File: config.mk
export PLATFORM = sky130hd
export DESIGN_NAME = shift_add_mul
export DESIGN_NICKNAME = d
export VERILOG_FILES = /design/src/rtl/mul_pkg.sv /design/src/rtl/mul_datapath.sv /design/src/rtl/mul_control.sv /design/src/rtl/shift_add_mul.sv
export SDC_FILE = /design/constraint.sdc
export NUM_CORES = 1
export LEC_CHECK = 0
export BUFFER_PORTS_ARGS = -buffer_cell sky130_fd_sc_hd__buf_2
export CORE_MARGIN = 5
export CORE_UTILIZATION = 56
export CTS_BUF_LIST = sky130_fd_sc_hd__clkbuf_8
export DETAILED_ROUTE_END_ITERATION = 8
export PLACE_DENSITY = 0.8
export RECOVER_POWER = 25
export SLEW_MARGIN = 20
export SYNTH_ARGS = -nofsm -noshare
export SYNTH_HDL_FRONTEND = slang
export SYNTH_SLANG_ARGS = --single-unit
export TNS_END_PERCENT = 30
File: constraint.sdc
create_clock -name clk -period 1.8 [get_ports clk]
set_clock_uncertainty 0.1 [all_clocks]
set_input_delay 0 -clock clk [delete_from_list [all_inputs] [get_ports clk]]
set_output_delay 0 -clock clk [all_outputs]
set_load 0.01 [all_outputs]
File: src/rtl/mul_pkg.sv
package mul_pkg;

  typedef enum logic [1:0] {
    ST_IDLE   = 2'd0,
    ST_TEST   = 2'd1,
    ST_ADD    = 2'd2,
    ST_FINISH = 2'd3
  } mulState_t;

  // strobes sent from the controller to the datapath
  typedef struct packed {
    logic load;
    logic add;
    logic shift;
  } mulStrobes_t;

endpackage

File: src/rtl/mul_datapath.sv
module mul_datapath
  import mul_pkg::*;
#(
  parameter int WIDTH = 4
) (
  input  logic               clk,
  input  logic               rst,
  input  mulStrobes_t        strb,
  input  logic [WIDTH-1:0]   multiplicand,
  input  logic [WIDTH-1:0]   multiplier,
  output logic               accLsb,
  output logic               lastShift,
  output logic [2*WIDTH-1:0] product
);

  localparam int ACC_W = 2 * WIDTH + 1;
  localparam int CNT_W = $clog2(WIDTH + 1);
  localparam logic [CNT_W-1:0] LAST_CNT = CNT_W'(WIDTH - 1);

  logic [ACC_W-1:0] acc;
  logic [WIDTH-1:0] mcandReg;
  logic [CNT_W-1:0] shiftCount;
  logic [WIDTH:0]   upperSum;

  // carry and upper half together take the N+1 bit sum
  assign upperSum = {1'b0, acc[2*WIDTH-1:WIDTH]} + {1'b0, mcandReg};

  always_ff @(posedge clk) begin
    if (rst) begin
      acc        <= '0;
      mcandReg   <= '0;
      shiftCount <= '0;
    end else if (strb.load) begin
      acc        <= {{(WIDTH + 1){1'b0}}, multiplier};
      mcandReg   <= multiplicand;
      shiftCount <= '0;
    end else if (strb.add) begin
      acc[ACC_W-1:WIDTH] <= upperSum;
    end else if (strb.shift) begin
      acc        <= {1'b0, acc[ACC_W-1:1]};
      shiftCount <= shiftCount + 1'b1;
    end
  end

  assign accLsb    = acc[0];
  assign lastShift = (shiftCount == LAST_CNT);
  assign product   = acc[2*WIDTH-1:0];

  // a load leaves the carry and upper half cleared
  a_r2_load_clears_upper : assert property (@(posedge clk) disable iff (rst)
    strb.load |=> (acc[ACC_W-1:WIDTH] == '0));

  // a shift never leaves a carry sitting in the MSB
  a_r9_msb_clear_after_shift : assert property (@(posedge clk) disable iff (rst)
    strb.shift |=> !acc[ACC_W-1]);

  // the counter never passes the last shift index
  a_r7_count_in_range : assert property (@(posedge clk) disable iff (rst)
    strb.shift && !lastShift |=> (shiftCount != '0));

endmodule

File: src/rtl/mul_control.sv
module mul_control
  import mul_pkg::*;
(
  input  logic        clk,
  input  logic        rst,
  input  logic        start,
  input  logic        accLsb,
  input  logic        lastShift,
  output mulStrobes_t strb,
  output logic        done
);

  mulState_t state, nextState;

  always_ff @(posedge clk) begin
    if (rst) state <= ST_IDLE;
    else     state <= nextState;
  end

  always_comb begin
    strb      = '0;
    nextState = state;
    case (state)
      ST_IDLE: begin
        if (start) begin
          strb.load = 1'b1;
          nextState = ST_TEST;
        end
      end
      ST_TEST: begin
        if (accLsb) begin
          strb.add  = 1'b1;
          nextState = ST_ADD;
        end else begin
          strb.shift = 1'b1;
          nextState  = lastShift ? ST_FINISH : ST_TEST;
        end
      end
      ST_ADD: begin
        strb.shift = 1'b1;
        nextState  = lastShift ? ST_FINISH : ST_TEST;
      end
      default: nextState = ST_IDLE;
    endcase
  end

  assign done = (state == ST_FINISH);

  // adds and shifts are exclusive, and an add is followed by a shift
  a_r6_add_shift_exclusive : assert property (@(posedge clk) disable iff (rst)
    !(strb.add && strb.shift));
  a_r6_add_then_shift : assert property (@(posedge clk) disable iff (rst)
    strb.add |=> strb.shift);

  // the final shift leads straight into the done cycle
  a_r7_last_shift_finishes : assert property (@(posedge clk) disable iff (rst)
    strb.shift && lastShift |=> done);

  // done lasts one cycle
  a_r4_done_one_cycle : assert property (@(posedge clk) disable iff (rst)
    done |=> !done);

  // no load outside idle
  a_r5_load_only_idle : assert property (@(posedge clk) disable iff (rst)
    strb.load |-> $past(nextState) == ST_IDLE || $past(rst) || state == ST_IDLE);

endmodule

File: src/rtl/shift_add_mul.sv
module shift_add_mul
  import mul_pkg::*;
#(
  parameter int WIDTH = 4
) (
  input  logic               clk,
  input  logic               rst,
  input  logic               start,
  input  logic [WIDTH-1:0]   multiplicand,
  input  logic [WIDTH-1:0]   multiplier,
  output logic [2*WIDTH-1:0] product,
  output logic               done
);

  mulStrobes_t strb;
  logic        accLsb;
  logic        lastShift;

  mul_control u_ctrl (
    .clk       (clk),
    .rst       (rst),
    .start     (start),
    .accLsb    (accLsb),
    .lastShift (lastShift),
    .strb      (strb),
    .done      (done)
  );

  mul_datapath #(.WIDTH(WIDTH)) u_dp (
    .clk          (clk),
    .rst          (rst),
    .strb         (strb),
    .multiplicand (multiplicand),
    .multiplier   (multiplier),
    .accLsb       (accLsb),
    .lastShift    (lastShift),
    .product      (product)
  );

  // right after reset the outputs are quiet
  a_r1_reset_quiet : assert property (@(posedge clk)
    rst |=> (!done && product == '0));

endmodule

After elaboration in Yosys (flattened, before gate mapping)
Cells that the tools add are included.
- bits in registers: 18
- bits of input ports: 11
- output and inout bits: 9
- word-level logic and storage cells: 34
- $add $sub $neg: 2
- equality and inequality tests: 6
- muxes and demuxes: 14
- bitwise logic cells: 1
- reductions and logical operators: 6
- operators with widths (cell ; count):
    9-bit two-way mux ; 1
    4-bit two-way mux ; 2
    2-bit two-way mux ; 3
    2-bit one-hot mux with 3 select lines ; 1
    4-bit by 4-bit adder with 5-bit output ; 1
    1-bit two-way mux ; 5
    5-bit two-way mux ; 1
    2-bit == test (second input constant) ; 2
    2-bit AND reduction ; 2
    2-bit nonzero test ; 2
    3-bit by 1-bit adder with 3-bit output (second input constant) ; 1
    3-bit by 2-bit == test with 1-bit output (second input constant) ; 1
    2-bit by 1-bit == test with 1-bit output (second input constant) ; 1
    2-bit logical NOT ; 1
    2-bit by 1-bit inequality test with 1-bit output (second input constant) ; 1
    2-bit inequality test (second input constant) ; 1
    1-bit one-hot mux with 2 select lines ; 1
    2-bit OR reduction ; 1
    1-bit NOT ; 1

Depth between registers and ports, before layout
Gate-level depths: netlist (run 1).
- word-level depth: 5
- mapped depth: 7
- gate-level depth less buffers: 7

Hierarchy
From an unflattened synthesis (run 1), not the netlist that was laid out.
- cell total of the unflattened synthesis: 119
- area, all modules: 1113.6 um^2
- modules (own cells, without submodules) (module ; instances ; cells each ; area each (um^2) ; sequential area each (um^2)):
    mul_datapath ; 1 ; 94 ; 907.1 ; 320.3
    mul_control ; 1 ; 25 ; 206.4 ; 40.0

Least setup slack after synthesis (run 1)
No wires, ideal clock.
- kind: reg-to-reg
- start: register u_ctrl.state[1]
- end: register u_dp.acc[0]
- setup time: 0.137 ns
- arrival: 1.417 ns
- required time: 1.563 ns
- slack: 0.146 ns
- cell stages (with the launch flop): 7
- buffers on the path: 0
- period minus slack after synthesis: 1.654 ns
- path through: dfxtp_1 inv_1 ha_1 nand2b_4 a21boi_4 mux2i_1 a211oi_1
- cells in the longest elaborated chain, start to end: 4
- elaborated cells on any way between the ends: 10
- those cells by class: eq/ne: 3; mux: 4; reduce/logical: 3
- RTL lines (what ; RTL line ; source):
    start: declaration ; mul_control.sv:13 ; mulState_t state, nextState;
    start signal: assignment ; mul_control.sv:17 ; else state <= nextState;
    2-bit == test, or another cell as far along ; mul_control.sv:23 ; case (state)
    1-bit one-hot mux with 2 select lines / 1-bit two-way mux (equally long branches) ; mul_control.sv:23 ;
    2-bit nonzero test (no line) / 2-bit by 1-bit inequality test with 1-bit output (equally long branches) ; n/a ;
    2-bit AND reduction (no line) ; n/a ;
    end signal: assignment ; mul_datapath.sv:34 ; acc <= {{(WIDTH + 1){1'b0}}, multiplier};
    end signal: indexed assignment ; mul_datapath.sv:38 ; acc[ACC_W-1:WIDTH] <= upperSum;
    end signal: assignment ; mul_datapath.sv:40 ; acc <= {1'b0, acc[ACC_W-1:1]};
    end: declaration ; mul_datapath.sv:20 ; logic [ACC_W-1:0] acc;
Several ways; a longest one is shown, not always the timed one.
A chain may end at the register's enable or synchronous reset.

Worst setup path after layout (run 1)
- start: register u_ctrl.state[0]
- end: register u_dp.acc[4]
- cells in the longest elaborated chain, start to end: 3
- elaborated cells on any way between the ends: 9
- those cells by class: eq/ne: 2; mux: 4; reduce/logical: 3
- RTL lines (what ; RTL line):
    2-bit == test, or another cell as far along ; mul_control.sv:23
    1-bit one-hot mux with 2 select lines / 1-bit two-way mux (equally long branches) ; mul_control.sv:23
    2-bit nonzero test (no line), or another cell as far along ; n/a
Several ways; a longest one is shown, not always the timed one.

==> impl_metrics.toml, run 1 <==
[placement]
preCtsSetupSlack_ps = 43.2
placedCellCount = 157
dp_hpwl_mm = 1.53
dpl_cell_area_sq_um = 1150
gp_congestion = 0.822
port_buffers = 19

[detailed_routing]
vias = 924
drt-pass1-iter-count = 4
drtIter0Drc = 17
vias_per_cell = 5.37
drt.antenna.violating_nets = 0
wl_per_cell_microns = 14.0
wl_mm = 2.40
remaining_drc_errors = 0

[synthesis]
synth_compound_area_share_pct = 17.2
synth_top_area_share_pct = 33.4
synth_commonest_cells = "18 x dfxtp_1, 13 x ha_1, 13 x nor2_1"
synthCells = 122
synth.most_common_cell = "dfxtp_1"
synth_xor_area_share_pct = 1.62
syn_area_sq_um = 1080
synth_seq_area_share_pct = 33.4
synth_largest_area_cell = "dfxtp_1"
synth-simple-area-share_pct = 15.9
synthTopCellsByArea = "dfxtp_1 33%, ha_1 15%, a21oi_1 5.6%, mux2i_1 5.6%, buf_4 5.6%"
synthAdderAreaFrac_pct = 16.9
synth_edf_count = 0
synth_cell_types = 27
async_flop_share_pct = 0
synth_ff_type = "dfxtp_1"
synth-seq-cells = 18
synthesis.nets = 147
synth_mux_area_share_pct = 5.57
avgSynthCellArea_sq_um = 8.84
yosys_warnings = 0
synth_top_family_by_area = "compound AO/OA/AOI/OAI gates"

[clock_tree]
cts_sinks = 18
clkLatencyLatePin_ps = 250
clkTransAtPathRegs_ps = 70
htreeDepth = 1
cts_buffer_depth = 2
cts_tree = "built"
cts_buffers = 3
cts_root_buf = "clkbuf_8"

[worst_setup_path]
worst_setup_path_start_kind = "flip-flop"
r2r_start = "u_ctrl.state[0]"
required_ps = 1880
worstPathArrival_ps = 1770
reg2reg_depth = 6
critPathCaptureType = "flip-flop"
r2r_slack_ps = 110
cp_max_fo = 6
crit_type = "flip-flop to flip-flop"
rr_endpoint = "u_dp.acc[4]"

[sta]
max_slew.worst_pin.slew_ps = 411
period_minus_slack_ps = 1690
setup-violations-final = 0
setup_tns_ps = 0
slew_violations = 0
rsz0062_at_grt = "no"
finalWorstSetupSlack_ps = 107
fin_crit_sh_pct = 94.1
fmaxAchievable_mhz = 591
whs_ps = 380
relSlewSlack_pct = 71.8
final_hold_viol_count = 0

[global_routing]
grt_max_degree = 13
grt_overflow_total = 0
grt_pass1_vias = 924
grt_usage_pct = 19.6
antenna_found_initial = 0
grt_pass1_wl_mm = 4.07

[die]
fp.dieH_microns = 53.9
die_area_sq_um = 2900
fp.dieW_microns = 53.9
start_util_pct = 60.5
num_rows = 15
io_pins = 20
core_area_sq_um = 1780

[layout]
drive_above_1_share_pct = 19.0
fin_nets = 173
n_antenna_cell = 0
fin_area_sq_um = 1310
syn_to_final_growth_pct = 21.8
stdcell_count = 172
final_util_pct = 73.7

[hold_path]
hold_path_depth = 2
hold-path-endpoint = "u_dp.mcandReg[2]"
min_from = "u_dp.mcandReg[2]"
min_path_type = "flip-flop to flip-flop"

[run_status]
status = "completed"

[power_and_ir_drop]
p_total_uw = 980
power.density_nw_per_um2 = 746
p_leak_nw = 0.544
ir_worst_vdd_v = 0.000604

[flow_run]
drv_cap = 0
-- cell families (layout without fill, tap and decap cells) --
kind of cell	Yosys count	count (layout)
AND/OR/NAND/NOR	35	35
AO/OA/AOI/OAI	28	28
buffers and inverters	19	44
flip-flops	18	18
adder cells (fa/ha/maj)	14	14
multiplexers	6	6
XOR/XNOR	2	2
-- what timing repair did --
item	in CTS	in global routing
hold endpoints to repair	10	0
endpoints found under the setup margin	0	8
buffers inserted	0	1
gates resized for setup	0	4
hold buffers	10	0
-- critical path, stage by stage, from the launching register on --
cell and delay [ps]:
dfxtp_2 390, inv_1 100, ha_1 340, a21boi_4 300, buf_4 180, a32oi_1 50
a21oi_1 160
-- where the power goes --
part / switching [mW] / leakage [nW] / internal, mW
clock network: 0.138 / 0.0288 / 0.194
registers: 0.0254 / 0.148 / 0.424
logic: 0.105 / 0.367 / 0.0932
-- worst max-delay path by stage --
stage                          start          end  slack, ps  cells after the start
global placement     u_ctrl.state[0]  u_dp.acc[7]         80                      6
global route        u_dp.mcandReg[0]  u_dp.acc[6]         20                      7
CTS                  u_ctrl.state[0]  u_dp.acc[8]         20                      5
floorplan            u_ctrl.state[1]  u_dp.acc[0]        150                      6
finish               u_ctrl.state[0]  u_dp.acc[4]        110                      6
detailed placement   u_ctrl.state[0]  u_dp.acc[7]         40                      5
-- sequential cells by signal, summed over array words and instances, names as in the netlist --
name             cells
u_dp.mcandReg        4
u_dp.acc             9
u_dp.shiftCount      3
u_ctrl.state         2
-- metal layers --
metal	track usage, %	part of all wire [%]
met1	23.2	45
met4	11.5	3.1
met3	4.99	4.7
met5	0	0
met2	31.5	47
-- placed cells by master (no fill, tap or decap) --
cell type	instances
dfxtp_2	2
nand2b_1	1
clkbuf_8	4
xnor2_1	1
dfxtp_1	16
a31oi_1	2
a211oi_1	6
nor3_1	1
a21oi_1	12
a32oi_1	1
a21boi_4	1
fa_1	1
dlygate4sd3_1	10
ha_1	12
o21ai_2	1
buf_2	14
buf_4	3
mux2i_1	6
nor4_1	1
ha_2	1
nor2_1	13
a221oi_1	1
nand3_1	5
o21ai_0	2
a311oi_1	1
inv_1	8
nand2_1	9
clkbuf_1	5
a21o_1	1
xor2_1	1
nand2b_4	2
nor2b_1	3
-- cell type report --
type,count,area [sq um]
multi-input cells,85,623
flip-flops and latches,18,363
well taps,25,31.3
repair buffers,32,211
clock buffers,4,55.1
inverters,8,30.0
fillers,116,469
Note: power is estimated with default switching activity, not from simulation.
==> run 2, diff against run 1 <==
--- a/config.mk
+++ b/config.mk
@@ -9,6 +9,7 @@
 export CORE_MARGIN = 5
 export CORE_UTILIZATION = 56
 export CTS_BUF_LIST = sky130_fd_sc_hd__clkbuf_8
+export CTS_CLUSTER_DIAMETER = 40
 export DETAILED_ROUTE_END_ITERATION = 8
 export PLACE_DENSITY = 0.8
 export RECOVER_POWER = 25
==> constraint.sdc (replaced) <==
create_clock -name clk -period 1.8 [get_ports clk]
set_clock_uncertainty 0.1 [all_clocks]
set_input_delay 0.36 -clock clk [delete_from_list [all_inputs] [get_ports clk]]
set_output_delay 0.36 -clock clk [all_outputs]
set_load 0.01 [all_outputs]
==> run 2 against run 1 <==
Combinational power down 10%. Die area unchanged. Total power down 2.6%. Sequential power hardly changed. Largest power group unchanged. Highest routed layer unchanged. Worst hold slack worse by 120 ps.
==> impl_metrics.toml, run 2 (synthesized netlist as in run 1, its figures left out) <==
[placement]
dpl_cell_area_sq_um = 1150
dp_hpwl_mm = 1.53
gp_congestion = 0.822
preCtsSetupSlack_ps = 43.2
port_buffers = 19

[sta]
slew_violations = 0
fmaxAchievable_mhz = 589
period_minus_slack_ps = 1700
relSlewSlack_pct = 72.5
final_hold_viol_count = 0
whs_ps = 257
setup-violations-final = 0
finalWorstSetupSlack_ps = 103
max_slew.worst_pin.slew_ps = 401
fin_crit_sh_pct = 94.3

[power_and_ir_drop]
ir_worst_vdd_v = 0.000592
p_leak_nw = 0.520
power.density_nw_per_um2 = 785

[clock_tree]
clkLatencyLatePin_ps = 250
clkTransAtPathRegs_ps = 70
cts_buffers = 3
cts_sinks = 18
cts_tree = "built"
htreeDepth = 1
cts_root_buf = "clkbuf_8"
cts_buffer_depth = 2

[die]
io_pins = 20
start_util_pct = 60.5
num_rows = 15
fp.dieW_microns = 53.9
fp.dieH_microns = 53.9
die_area_sq_um = 2900
core_area_sq_um = 1780

[detailed_routing]
drtIter0Drc = 14
wl_per_cell_microns = 12.9
vias_per_cell = 5.36
drt-pass1-iter-count = 6
remaining_drc_errors = 0
wl_mm = 2.09
vias = 869
drt.antenna.violating_nets = 0

[global_routing]
grt_overflow_total = 0
antenna_found_initial = 0
grt_pass1_vias = 849
grt_max_degree = 13
grt_usage_pct = 17.0
grt_pass1_wl_mm = 3.59

[layout]
syn_to_final_growth_pct = 12.8
fin_area_sq_um = 1220
layout_commonest_cell = "buf_2"
n_antenna_cell = 0
top_regs = "u_dp.acc (9), u_dp.mcandReg (4), u_dp.shiftCount (3)"
fin_nets = 163
largest_reg_flops = 9
regMostFlops = "u_dp.acc"
layout_common_cells = "18 x buf_2, 16 x dfxtp_1, 13 x nor2_1, 13 x ha_1, 12 x a21oi_1"
drive_above_1_share_pct = 22.6
n_fill_cell = 132

[worst_setup_path]
worst_setup_path_start_kind = "flip-flop"
crit_path_top_delay_cell = "dfxtp_1"
required_ps = 1880
cpPeakStageDelay_ps = 330
worstPathArrival_ps = 1770
crit_chain = "inv_1, ha_1, nand2b_4, a21boi_4, buf_4, a32oi_1, a21oi_1"
cp_max_fo = 6
critPathCaptureType = "flip-flop"
crit_type = "flip-flop to flip-flop"

[flow_run]
drv_cap = 0

[run_status]
status = "completed"

[hold_path]
min_path_type = "primary input to flip-flop"
-- run 2: cell types whose count changed in the layout (fill, tap and decap cells not counted), sizes merged --
| cell | before | now |
|---|---|---|
| clkbuf | 9 | 5 |
| dlygate4sd3 | 10 | 0 |
| buf | 17 | 21 |
-- run 2: final timing paths --
kind | start | endpoint | slack, ps | cells past startpoint
setup / recovery | u_ctrl.state[1] | u_dp.acc[4] | 100 | 7
hold reg to reg | u_dp.mcandReg[0] | u_dp.mcandReg[0] | 370 | 2
setup reg to reg | u_ctrl.state[1] | u_dp.acc[4] | 100 | 7
hold / removal | multiplicand[1] | u_dp.mcandReg[1] | 260 | 3
-- run 2: area by class of cell --
| class | instances | area, sq um | share of cell area (%) |
|---|---|---|---|
| flip-flops and latches | 18 | 363 | 29.8 |
| repair buffers | 22 | 116 | 9.57 |
| well taps | 25 | 31.3 | 2.57 |
| inverters | 8 | 30.0 | 2.47 |
| multi-input cells | 85 | 621 | 51.0 |
| clock buffers | 4 | 55.1 | 4.53 |
-- run 2: stage by stage --
step	total power, mW	std cells	TNS (ps)	utilization, %
global route	1.01	162	-30.9	68.2
finish	0.954	162	0	68.2
global placement	0.622	157	0	64.4
detailed placement	0.629	157	0	64.4
floorplan	0.591	122	0	-
CTS	0.962	161	0	67.5
-- run 2: report_power, final --
group / internal, mW / total (mW) / switching, mW / leakage [nW]
clock: 0.194 / 0.328 / 0.134 / 0.0288
sequential: 0.424 / 0.448 / 0.0242 / 0.148
combinational: 0.0795 / 0.178 / 0.0985 / 0.343
total: 0.698 / 0.954 / 0.256 / 0.520
-- run 2: what timing repair did --
item / in CTS / in global routing
gates resized for setup: 0 / 3
hold buffers: 0 / 0
setup endpoints to repair: 0 / 8
setup buffers: 0 / 1
-- run 2: per-layer routing --
metal  wire [microns]  track usage [%]  part of all wire, %
met1              984             20.7                   47
met2              987             28.0                   47
met3              100             4.16                  4.8
met4               13             7.23                 0.62
met5                0                0                    0
-- run 2: critical path, delay by kind of cell (launching register included) --
kind	cells	cell delay [ps]
flops	1	330
buf+inv	2	260
fa+ha+maj	1	290
simple gates	1	190
compound gates	3	470
